<file path="src/rtl/ecc_word_pkg.sv">
package ecc_word_pkg;
    localparam int DATA_W = 32;
    localparam int CHK_W  = 6;
    localparam int CODE_W = DATA_W + CHK_W;
    localparam int LANES  = DATA_W / 8;
    localparam int LANE_W = $clog2(LANES);

    typedef logic [DATA_W-1:0] data_t;
    typedef logic [CHK_W-1:0]  chk_t;
    typedef logic [CODE_W-1:0] code_t;

    typedef enum logic [2:0] {
        ST_IDLE,
        ST_FETCH,
        ST_CHECK,
        ST_REPLY,
        ST_WRITE
    } state_t;

    // 1-based codeword position of data bit j (powers of two are check slots)
    function automatic int data_pos(input int j);
        int seen;
        int pos;
        seen = 0;
        pos  = 0;
        for (int p = 1; p <= CODE_W; p++) begin
            if ((p & (p - 1)) != 0) begin
                if (seen == j) pos = p;
                seen++;
            end
        end
        return pos;
    endfunction

    // data bits covered by check bit i
    function automatic data_t cover_mask(input int i);
        data_t m;
        m = '0;
        for (int j = 0; j < DATA_W; j++) begin
            if (((data_pos(j) >> i) & 1) == 1) m[j] = 1'b1;
        end
        return m;
    endfunction
endpackage

</file>
<file path="src/rtl/ecc_word_enc.sv">
module ecc_word_enc
    import ecc_word_pkg::*;
(
    input  data_t data_i,
    output chk_t  chk_o
);
    generate
        for (genvar i = 0; i < CHK_W; i++) begin : g_chk
            localparam data_t MASK = cover_mask(i);
            assign chk_o[i] = ^(data_i & MASK);
        end
    endgenerate
endmodule

</file>
<file path="src/rtl/ecc_word_dec.sv">
module ecc_word_dec
    import ecc_word_pkg::*;
(
    input  code_t code_i,
    output data_t data_o,
    output logic  fixed_o
);
    chk_t recomputed;
    chk_t syndrome;

    ecc_word_enc u_enc (
        .data_i (code_i[DATA_W-1:0]),
        .chk_o  (recomputed)
    );

    assign syndrome = recomputed ^ code_i[CODE_W-1:DATA_W];
    assign fixed_o  = |syndrome;

    // a syndrome naming a check slot or an unused position flips no data bit
    generate
        for (genvar j = 0; j < DATA_W; j++) begin : g_fix
            localparam int POS = data_pos(j);
            assign data_o[j] = code_i[j] ^ (syndrome == chk_t'(POS));
        end
    endgenerate
endmodule

</file>
<file path="src/rtl/ecc_lane_merge.sv">
module ecc_lane_merge
    import ecc_word_pkg::*;
(
    input  data_t            old_i,
    input  data_t            new_i,
    input  logic [LANES-1:0] be_i,
    output data_t            data_o
);
    generate
        for (genvar k = 0; k < LANES; k++) begin : g_lane
            assign data_o[8*k +: 8] = be_i[k] ? new_i[8*k +: 8] : old_i[8*k +: 8];
        end
    endgenerate
endmodule

</file>
<file path="src/rtl/ecc_word_rmw.sv">
module ecc_word_rmw
    import ecc_word_pkg::*;
#(
    parameter int ADDR_W = 10
) (
    input  logic                    clk,
    input  logic                    rst_n,
    input  logic                    req_valid,
    output logic                    req_ready,
    input  logic                    req_write,
    input  logic [ADDR_W-1:0]       req_addr,
    input  logic [LANES-1:0]        req_be,
    input  logic [DATA_W-1:0]       req_wdata,
    output logic                    rsp_valid,
    output logic [7:0]              rsp_rdata,
    output logic                    ecc_fixed,
    output logic                    mem_en,
    output logic                    mem_we,
    output logic [ADDR_W-LANE_W-1:0] mem_addr,
    output logic [CODE_W-1:0]       mem_wdata,
    input  logic [CODE_W-1:0]       mem_rdata
);
    localparam int WORD_AW = ADDR_W - LANE_W;

    state_t           state_q, state_d;
    logic             write_q;
    logic [ADDR_W-1:0] addr_q;
    logic [LANES-1:0] be_q;
    data_t            wdata_q;
    data_t            word_q;
    logic             fixed_q;

    data_t            dec_data;
    logic             dec_fixed;
    data_t            merged;
    chk_t             enc_chk;
    logic             accept;
    logic             full_wr;

    assign accept  = req_valid && (state_q == ST_IDLE);
    assign full_wr = req_write && (&req_be);

    ecc_word_dec u_dec (
        .code_i  (mem_rdata),
        .data_o  (dec_data),
        .fixed_o (dec_fixed)
    );

    ecc_lane_merge u_merge (
        .old_i  (dec_data),
        .new_i  (wdata_q),
        .be_i   (be_q),
        .data_o (merged)
    );

    ecc_word_enc u_enc (
        .data_i (word_q),
        .chk_o  (enc_chk)
    );

    // next state
    always_comb begin
        state_d = state_q;
        unique case (state_q)
            ST_IDLE:  if (accept) state_d = full_wr ? ST_WRITE : ST_FETCH;
            ST_FETCH: state_d = ST_CHECK;
            ST_CHECK: state_d = write_q ? ST_WRITE : ST_REPLY;
            ST_REPLY: state_d = ST_IDLE;
            ST_WRITE: state_d = ST_IDLE;
            default:  state_d = ST_IDLE;
        endcase
    end

    // state register
    always_ff @(posedge clk or negedge rst_n) begin
        if (!rst_n) state_q <= ST_IDLE;
        else        state_q <= state_d;
    end

    // request and word registers
    always_ff @(posedge clk or negedge rst_n) begin
        if (!rst_n) begin
            write_q <= 1'b0;
            addr_q  <= '0;
            be_q    <= '0;
            wdata_q <= '0;
            word_q  <= '0;
            fixed_q <= 1'b0;
        end else begin
            fixed_q <= (state_q == ST_CHECK) && dec_fixed;
            if (accept) begin
                write_q <= req_write;
                addr_q  <= req_addr;
                be_q    <= req_be;
                wdata_q <= req_wdata;
                if (full_wr) word_q <= req_wdata;
            end else if (state_q == ST_CHECK) begin
                word_q <= write_q ? merged : dec_data;
            end
        end
    end

    // outputs
    always_comb begin
        req_ready = (state_q == ST_IDLE);
        rsp_valid = (state_q == ST_REPLY);
        mem_en    = (state_q == ST_FETCH) || (state_q == ST_WRITE);
        mem_we    = (state_q == ST_WRITE);
        mem_addr  = addr_q[ADDR_W-1:LANE_W];
        mem_wdata = {enc_chk, word_q};
        rsp_rdata = word_q[{addr_q[LANE_W-1:0], 3'b000} +: 8];
        ecc_fixed = fixed_q;
    end

    logic unused_ok;
    assign unused_ok = ^WORD_AW;
endmodule

</file>
<file path="config.mk">
export PLATFORM = sky130hd
export DESIGN_NAME = ecc_word_rmw
export DESIGN_NICKNAME = d
export VERILOG_FILES = /design/src/rtl/ecc_word_pkg.sv /design/src/rtl/ecc_word_enc.sv /design/src/rtl/ecc_word_dec.sv /design/src/rtl/ecc_lane_merge.sv /design/src/rtl/ecc_word_rmw.sv
export SDC_FILE = /design/constraint.sdc
export NUM_CORES = 1
export LEC_CHECK = 0
export ABC_AREA = 1
export BUFFER_PORTS_ARGS = -buffer_cell sky130_fd_sc_hd__clkbuf_2
export CAP_MARGIN = 0
export CORE_UTILIZATION = 45
export CTS_BUF_LIST = sky130_fd_sc_hd__clkbuf_4 sky130_fd_sc_hd__clkbuf_8 sky130_fd_sc_hd__clkbuf_16
export DETAILED_ROUTE_END_ITERATION = 8
export GPL_ROUTABILITY_DRIVEN = 0
export PLACE_DENSITY_LB_ADDON = 0.3
export SYNTH_ARGS = -nofsm -noshare
export SYNTH_HDL_FRONTEND = slang
export SYNTH_SLANG_ARGS = --single-unit
</file>
<file path="constraint.sdc">
create_clock -name clk -period 1.6 [get_ports clk]
set_input_delay 0.16 -clock clk [delete_from_list [all_inputs] [get_ports clk]]
set_output_delay 0.16 -clock clk [all_outputs]
set_load 0.01 [all_outputs]
</file>
==> results of run 1 <==
-- registers in the layout (all words and copies together), names as in the netlist --
name,cells
state_q,3
write_q,1
be_q,4
ecc_fixed,1
word_q,32
addr_q,10
wdata_q,32
-- power by group through the flow --
stage / Sequential (mW) / Clock [mW] / Combinational [mW]
after floorplan: 4.03 / 0 / 8.12
after global placement: 3.77 / 0 / 13.7
after detailed placement: 3.81 / 0 / 13.9
after CTS: 3.84 / 2.09 / 14.8
after global routing: 4.04 / 2.17 / 19.2
final: 3.97 / 2.10 / 18.3
-- area by class of cell --
type	instances	area, sq um
timing repair buffer	361	2980
multi-input combinational	786	5470
sequential	83	2080
tap	180	225
clock inverter	7	65.1
fill	727	2570
inverter	105	515
timing repair inverter	3	26.3
clock buffer	9	225
-- layout by cell type (no fill, tap or decap), types with 45 or more instances in the layout --
cell and count:
sky130_fd_sc_hd__nand2_2 100, sky130_fd_sc_hd__inv_1 56, sky130_fd_sc_hd__a21oi_1 66, sky130_fd_sc_hd__clkbuf_2 112
sky130_fd_sc_hd__nand2_1 199, sky130_fd_sc_hd__nand2_4 45, sky130_fd_sc_hd__nand3_2 56, sky130_fd_sc_hd__buf_4 173
sky130_fd_sc_hd__nor2_1 47, sky130_fd_sc_hd__o21ai_0 45, sky130_fd_sc_hd__dfrtp_1 82
-- metrics by stage --
step / utilization [%] / cell area [sq um] / setup TNS [ns] / instances / hold WS (ns)
2_1_floorplan: - / 6740 / -0.00207 / 1013 / -0.136
3_3_place_gp: 61.0 / 8630 / -13.56 / 1440 / 0.133
3_5_place_dp: 61.0 / 8630 / -14.94 / 1440 / 0.134
4_1_cts: 69.8 / 9880 / -2.60 / 1502 / 0.00426
5_1_grt: 81.8 / 11600 / -18.78 / 1534 / 0.0141
6_report: 81.8 / 11600 / -12.91 / 1534 / 0.000265
-- worst max-delay path, stage by stage (launching register included) --
cell and delay [ns]:
sky130_fd_sc_hd__dfrtp_1 0.42, sky130_fd_sc_hd__xnor2_2 0.28, sky130_fd_sc_hd__xor2_1 0.27, sky130_fd_sc_hd__xor2_1 0.29, sky130_fd_sc_hd__xnor2_2 0.18, sky130_fd_sc_hd__xor2_1 0.17, sky130_fd_sc_hd__buf_2 0.15
-- worst paths after layout --
| kind | startpoint | depth (start not counted) | endpoint | slack [ns] |
|---|---|---|---|---|
| min in group asynchronous | rst_n | 2 | wdata_q[29]$_DFFE_PN0P_ | 0.30 |
| max in group asynchronous | rst_n | 3 | wdata_q[6]$_DFFE_PN0P_ | 0.72 |
| min reg2reg | addr_q[8]$_DFFE_PN0P_ | 2 | addr_q[8]$_DFFE_PN0P_ | 0.48 |
| max reg2reg | state_q[0]$_DFFE_PN0P_ | 11 | word_q[15]$_DFFE_PN0P_ | -0.05 |
| max | word_q[10]$_DFFE_PN0P_ | 6 | mem_wdata[32] | -0.68 |
| min | req_addr[5] | 3 | addr_q[5]$_DFFE_PN0P_ | 0.0003 |
-- kinds of logic after synthesis --
group / share of synthesized area, %
AND/OR/NAND/NOR: 35.9
AO/OA/AOI/OAI: 12.5
buffers and inverters: 9.62
flip-flops: 31.3
XOR/XNOR: 10.6
-- routing by layer --
layer / vias up / track usage (%) / wire length [microns]
met2: 830 / 53.3 / 14800
met5: - / 0 / 0
met3: 301 / 6.46 / 3780
met1: 4339 / 38.0 / 11100
li1: 3931 / - / -
met4: 0 / 13.7 / 2830
-- what timing repair did --
item	in CTS	in global routing
endpoints found under the setup margin	45	51
hold buffers	6	0
cloned	3	12
hold endpoints to repair	34	0
buffers inserted	37	20
resized for setup	141	394
pin swaps	76	156
==> impl_results.md, run 1 <==
- Required time of the worst setup path: 1.44 ns
- Result of the run: finished with violations
- # DRC: 1
- Layout cells sized above 1: between 50% and 60%
- TritonCTS clock tree: built
- Clock transition at the register clock pins on the worst setup and hold paths after CTS: about 0.070 ns
- Post-detailed-route count of antenna-violating nets: 0
- Root buffer cell: sky130_fd_sc_hd__clkbuf_16
- Final setup vio count: 47
- Flops & latches, synth: 83
- Worst Setup Slack, final: -0.676 ns
- Largest voltage drop on the vdd net: approximately 0.0017 V
- Count of final hold-check violations: 0
- Top cell type by total area after synthesis: sky130_fd_sc_hd__dfrtp_1
- Sum of internal, switching and leakage power: about 24 mW
- Logic gate share of total power: around three quarters
- Violations in the final reports: design-rule violations, negative setup slack
- Diodes inserted: 0
- Overflow after GRT: 0
- Post-synthesis async set-or-reset flop share: 100%
- Number of pins with negative max-slew slack in the final report: 0
- Number of buffers created by CTS: 9
- HP Class: in -> reg
- Least-Margin Pin Slew: roughly 0.49 ns
- IO Pins: ~150
- Die extent in y: 123 microns
- DRT Pass-1 Iters: 9
- Final setup skew: between 0.008 and 0.009 ns
- H-tree levels: 3
- Chip width: about 120 microns
- Cell-internal power: roughly 12 mW
- Startpoint-to-endpoint class of the critical path: reg -> out
- Buffers from clock root to sink, at most: 2
- Total power density per cell area: ~2100 nW/um^2
- Switching share of power: around 50%
- Antenna violations before repair: 0
- Most common cell in the synthesized netlist: sky130_fd_sc_hd__nand2_1
- First-pass GRT wire length: around 36000 microns
- CTS sink count: 83
- Maximum number of pins on one net before global-route repair: between 50 and 60
- Number of unique standard cell types used by synthesis: 31
- Cells after Synth: around 1000
- Top cells by area, synth: sky130_fd_sc_hd__dfrtp_1, sky130_fd_sc_hd__nand2_1, sky130_fd_sc_hd__nand3_1, sky130_fd_sc_hd__a21oi_1, sky130_fd_sc_hd__xnor2_1
- Layout overhead on the synthesized area: 74.6%
- Minimum setup slack after placement: -0.507 ns
- Combined global-route utilization of all metal layers: roughly 31%
- Clock network power share: around 8.6%
- Count of max-cap constraint violations: 0
- Number of nets in the layout: 1437
- Netlist area before placement: between 6000 and 7000 sq um
- Area fraction of the dominant cell type after synthesis: a little under a third
- Unrepaired setup endpoints after global routing: true
- Share of synthesized area occupied by flip-flops and latches: 31.3%
- Switching Power: around 12 mW
- Relative slew slack: 67.6%
- Rows: 43
- Average cell area after synthesis: between 6 and 7 sq um
- Largest fanout on the critical path: 2
- Detailed placer's ending HPWL: roughly 17000 microns
- YS warnings: 0
- Routed wire per std cell: 21.2 microns
- Leakage power total: ~5.8 nW
- DR vias/cell: a little over 6
- Detailed Route Iter0 Violations: 1274
- EDFF count, synth: 0
- Top flip-flop cell by instance count after synthesis: sky130_fd_sc_hd__dfrtp_1
- DR vias: between 9000 and 10000
- CP endpoint kind: primary output
- Via count of the first global-routing pass: about 7600
- WL final: 32500 microns
- Net count after synthesis: between 1000 and 1500
- # port buffers: about 150
- CORE AREA: 14100 sq um
- Die Area: 15200 sq um
- Critical path data arrival time: between 2 and 2.5 ns
- Final critical path time including I/O delays and setup: approximately 2.3 ns
- Clock insertion delay at the later pin of the skew report: approximately 0.36 ns
- Startpoint type of the worst setup path: flip-flop
- Sequential share of power: approximately 16%
- Effective utilization at floorplan: between 40 and 50%
- Post-route fraction of the period consumed by the critical path: 142%
- Achievable clock frequency: 0.439 GHz
- Most numerous cell types in the synthesized netlist: sky130_fd_sc_hd__nand2_1, sky130_fd_sc_hd__nand3_1, sky130_fd_sc_hd__a21oi_1
No activity file was read; power rests on OpenSTA's default activity.
==> inputs of run 2 (changes only) <==
--- a/config.mk
+++ b/config.mk
@@ -5,7 +5,6 @@
 export SDC_FILE = /design/constraint.sdc
 export NUM_CORES = 1
 export LEC_CHECK = 0
-export ABC_AREA = 1
 export BUFFER_PORTS_ARGS = -buffer_cell sky130_fd_sc_hd__clkbuf_2
 export CAP_MARGIN = 0
 export CORE_UTILIZATION = 45
==> impl_results.md, run 2 <==
- Most common cell on crit path: sky130_fd_sc_hd__xnor2_2
- Final critical path time including I/O delays and setup: 2.29 ns
- Share of synthesized area occupied by flip-flops and latches: 36.0%
- Root buffer cell: sky130_fd_sc_hd__clkbuf_16
- Clock network power share: 9.0%
- Unrepaired setup endpoints after global routing: true
- Crit path buf inv count: 3
- Sequential share of power: ~17%
- WL final: around 25000 microns
- Count of final hold-check violations: 0
- Result of the run: finished with violations
- Number of pins with negative max-slew slack in the final report: 0
- Most frequent standard cell in the layout excluding fill and tap cells: sky130_fd_sc_hd__nand2_1
- Most numerous cell types in the synthesized netlist: sky130_fd_sc_hd__nand2_1, sky130_fd_sc_hd__xnor2_1, sky130_fd_sc_hd__dfrtp_1
- Critical-path cell list: clkbuf_2 > xnor2_2 > xnor3_1 > xnor3_2 > xnor2_4 > buf_6 > a2111oi_4 > buf_4 > xnor2_2 > a31oi_1
- Top Registers: wdata_q x32, word_q x32, addr_q x10
- Switching share of power: a little under half
- Net count after synthesis: 760
- Least-Margin Pin Slew: between 0.6 and 0.7 ns
- Flops & latches, synth: 83
- Clock transition at the register clock pins on the worst setup and hold paths after CTS: around 0.07 ns
- Diodes inserted: 0
- Effective utilization at floorplan: ~46%
- EDFF count, synth: 0
- Layout overhead on the synthesized area: 63.7%
- Kind of cell with the highest combined delay on the critical path: XOR/XNOR gates
- First-pass GRT wire length: approximately 34000 microns
- Layout cells sized above 1: roughly 49%
- CP endpoint kind: flip-flop
- Final setup vio count: 47
- Die extent in y: 115 microns
- Max incr delay on CP: around 0.47 ns
- Cell-internal power: between 10 and 15 mW
- DR vias/cell: about 6.1
- Leakage power total: about 4.3 nW
- Startpoint type of the worst setup path: primary input
- Count of max-cap constraint violations: 0
- CTS sink count: between 80 and 90
- Most common cell in the synthesized netlist: sky130_fd_sc_hd__nand2_1
- Placed instance count: 1082
- Rows: 41
- Top library cells by usage in the layout, fill and taps aside: sky130_fd_sc_hd__nand2_1, sky130_fd_sc_hd__buf_4, sky130_fd_sc_hd__clkbuf_2
- Average cell area after synthesis: 8.59 sq um
- Cells after Synth: between 600 and 700
- Antenna violations before repair: 0
- DR vias: ~6900
- Routed met1 length: approximately 8700 microns
- Largest fanout on the critical path: 5
- Clock insertion delay at the later pin of the skew report: 0.35 ns
- # port buffers: about 150
- Slowest cell on the critical path: sky130_fd_sc_hd__xnor3_1
- Relative slew slack: a little over half
- IO Pins: around 150
- Maximum number of pins on one net before global-route repair: slightly below 70
- # DRC: 0
- Number of standard cells in the layout, taps in and fillers out: about 1100
- Top cell type by total area after synthesis: sky130_fd_sc_hd__dfrtp_1
- Post-detailed-route count of antenna-violating nets: 0
- Top flip-flop cell by instance count after synthesis: sky130_fd_sc_hd__dfrtp_1
- Overflow after GRT: 0
- Post-route fraction of the period consumed by the critical path: 143%
- Largest voltage drop on the vdd net: approximately 0.0014 V
- Top cells by area, synth: sky130_fd_sc_hd__dfrtp_1, sky130_fd_sc_hd__xnor2_1, sky130_fd_sc_hd__nand2_1, sky130_fd_sc_hd__nor3_1, sky130_fd_sc_hd__xnor3_1
- CORE AREA: 12600 sq um
- Placement-stage cell area: between 7000 and 8000 sq um
- Hold Slack: approximately 0.0062 ns
- Startpoint-to-endpoint class of the critical path: in -> reg
- Number of nets in the layout: 1031
- Number of unique standard cell types used by synthesis: 28
- Required time of the worst setup path: approximately 1.8 ns
- Highest routed metal layer: met4
- Achievable clock frequency: between 0.4 and 0.5 GHz
- Detailed placer's ending HPWL: 16000 microns
- Routed wire length on met3: approximately 3000 microns
- DRT Pass-1 Iters: 6
- Chip width: approximately 120 microns
- Buffers from clock root to sink, at most: 2
- Routed wl met2: around 12000 microns
- Logic gate share of total power: ~74%
- Detailed Route Iter0 Violations: around 900
- Netlist area before placement: between 5000 and 6000 sq um
- Via count of the first global-routing pass: between 6000 and 7000
- Number of buffers created by CTS: 9
- H-tree levels: 3
- Total power density per cell area: approximately 2600 nW/um^2
- HP Class: in -> reg
- Final setup skew: about 0.012 ns
- Routed wire per std cell: roughly 22 microns
- Post-synthesis async set-or-reset flop share: 100%
- Switching Power: 11.5 mW
- YS warnings: 0
- Critical path data arrival time: between 2 and 2.5 ns
- Final non-filler cell area: 9450 sq um
- Minimum setup slack after placement: -0.979 ns
- Combined global-route utilization of all metal layers: 34.6%
- TritonCTS clock tree: built
- Area fraction of the dominant cell type after synthesis: a little over a third
- Violations in the final reports: negative setup slack
- Worst Setup Slack, final: -0.687 ns
- Die Area: 13300 sq um
==> run 2: metal layers <==
metal,up-vias,global-route usage (%)
met1,3270,45.5
met3,142,7.06
met5,-,0
met4,0,17.7
met2,565,54.2
li1,2880,-
==> run 2: layout make-up <==
type / instances / area [sq um]
Clock buffer: 10 / 239
Clock inverter: 6 / 71.3
Fill cell: 762 / 3120
Inverter: 2 / 7.51
Multi-Input combinational cell: 544 / 4580
Sequential cell: 83 / 2080
Tap cell: 172 / 215
Timing Repair Buffer: 303 / 2240
==> run 2: power groups by stage <==
stage	registers, mW	logic [mW]	clock network, mW
final	4.25	18.4	2.25
after global routing	4.34	19.4	2.33
after CTS	4.13	16.4	2.22
after detailed placement	4.05	14.9	0
after global placement	3.99	14.5	0
after floorplan	4.10	8.91	0
==> run 2: worst reg2reg max path, cell delays in order (launching register included) <==
cell                      delay [ns]
sky130_fd_sc_hd__dfrtp_1        0.44
sky130_fd_sc_hd__nor3_4         0.21
sky130_fd_sc_hd__and2_4         0.23
sky130_fd_sc_hd__a22oi_2        0.08
sky130_fd_sc_hd__buf_12         0.18
sky130_fd_sc_hd__a21oi_2        0.52
sky130_fd_sc_hd__a41oi_2        0.23
==> run 2: final timing paths <==
check                                       start                       to  slack [ns]  cells after the start
setup / recovery                    mem_rdata[34]   word_q[30]$_DFFE_PN0P_       -0.69                     10
setup reg to reg           state_q[2]$_DFFE_PN0P_    word_q[8]$_DFFE_PN0P_       -0.44                      6
hold reg to reg             addr_q[3]$_DFFE_PN0P_    addr_q[3]$_DFFE_PN0P_        0.48                      2
max in group asynchronous                   rst_n   word_q[30]$_DFFE_PN0P_        0.69                      3
min in group asynchronous                   rst_n  wdata_q[18]$_DFFE_PN0P_        0.28                      2
hold / removal                        req_addr[4]    addr_q[4]$_DFFE_PN0P_       0.006                      3
==> run 2: through the flow <==
step                      utilization (%)  setup TNS (ns)  total power, mW
final                                75.2          -23.08             24.9
after global routing                 75.2          -25.81             26.1
after detailed placement             62.5          -30.17             19.0
after global placement               62.5          -28.75             18.5
after CTS                            70.9          -19.38             22.7
after floorplan                         -          -18.71             13.0
==> run 2: repair_timing <==
| action | CTS | global route |
|---|---|---|
| hold endpoints to repair | 28 | 0 |
| endpoints found under the setup margin | 47 | 66 |
| setup buffers | 9 | 12 |
| hold buffers | 5 | 0 |
| pin swaps | 26 | 48 |
| cloned | 1 | 2 |
| gates resized for setup | 106 | 93 |
==> run 2: cell families (layout without fill, tap and decap cells) <==
kind of cell           count (synthesis)  in the layout  share of synthesized area, %
AND/OR/NAND/NOR                      306            306                          23.4
XOR/XNOR                             124            124                          22.5
AO/OA/AOI/OAI                        106            106                          11.5
flip-flops                            83             83                          36.0
buffers and inverters                 45            321                          3.45
multiplexers                           8              8                          3.12
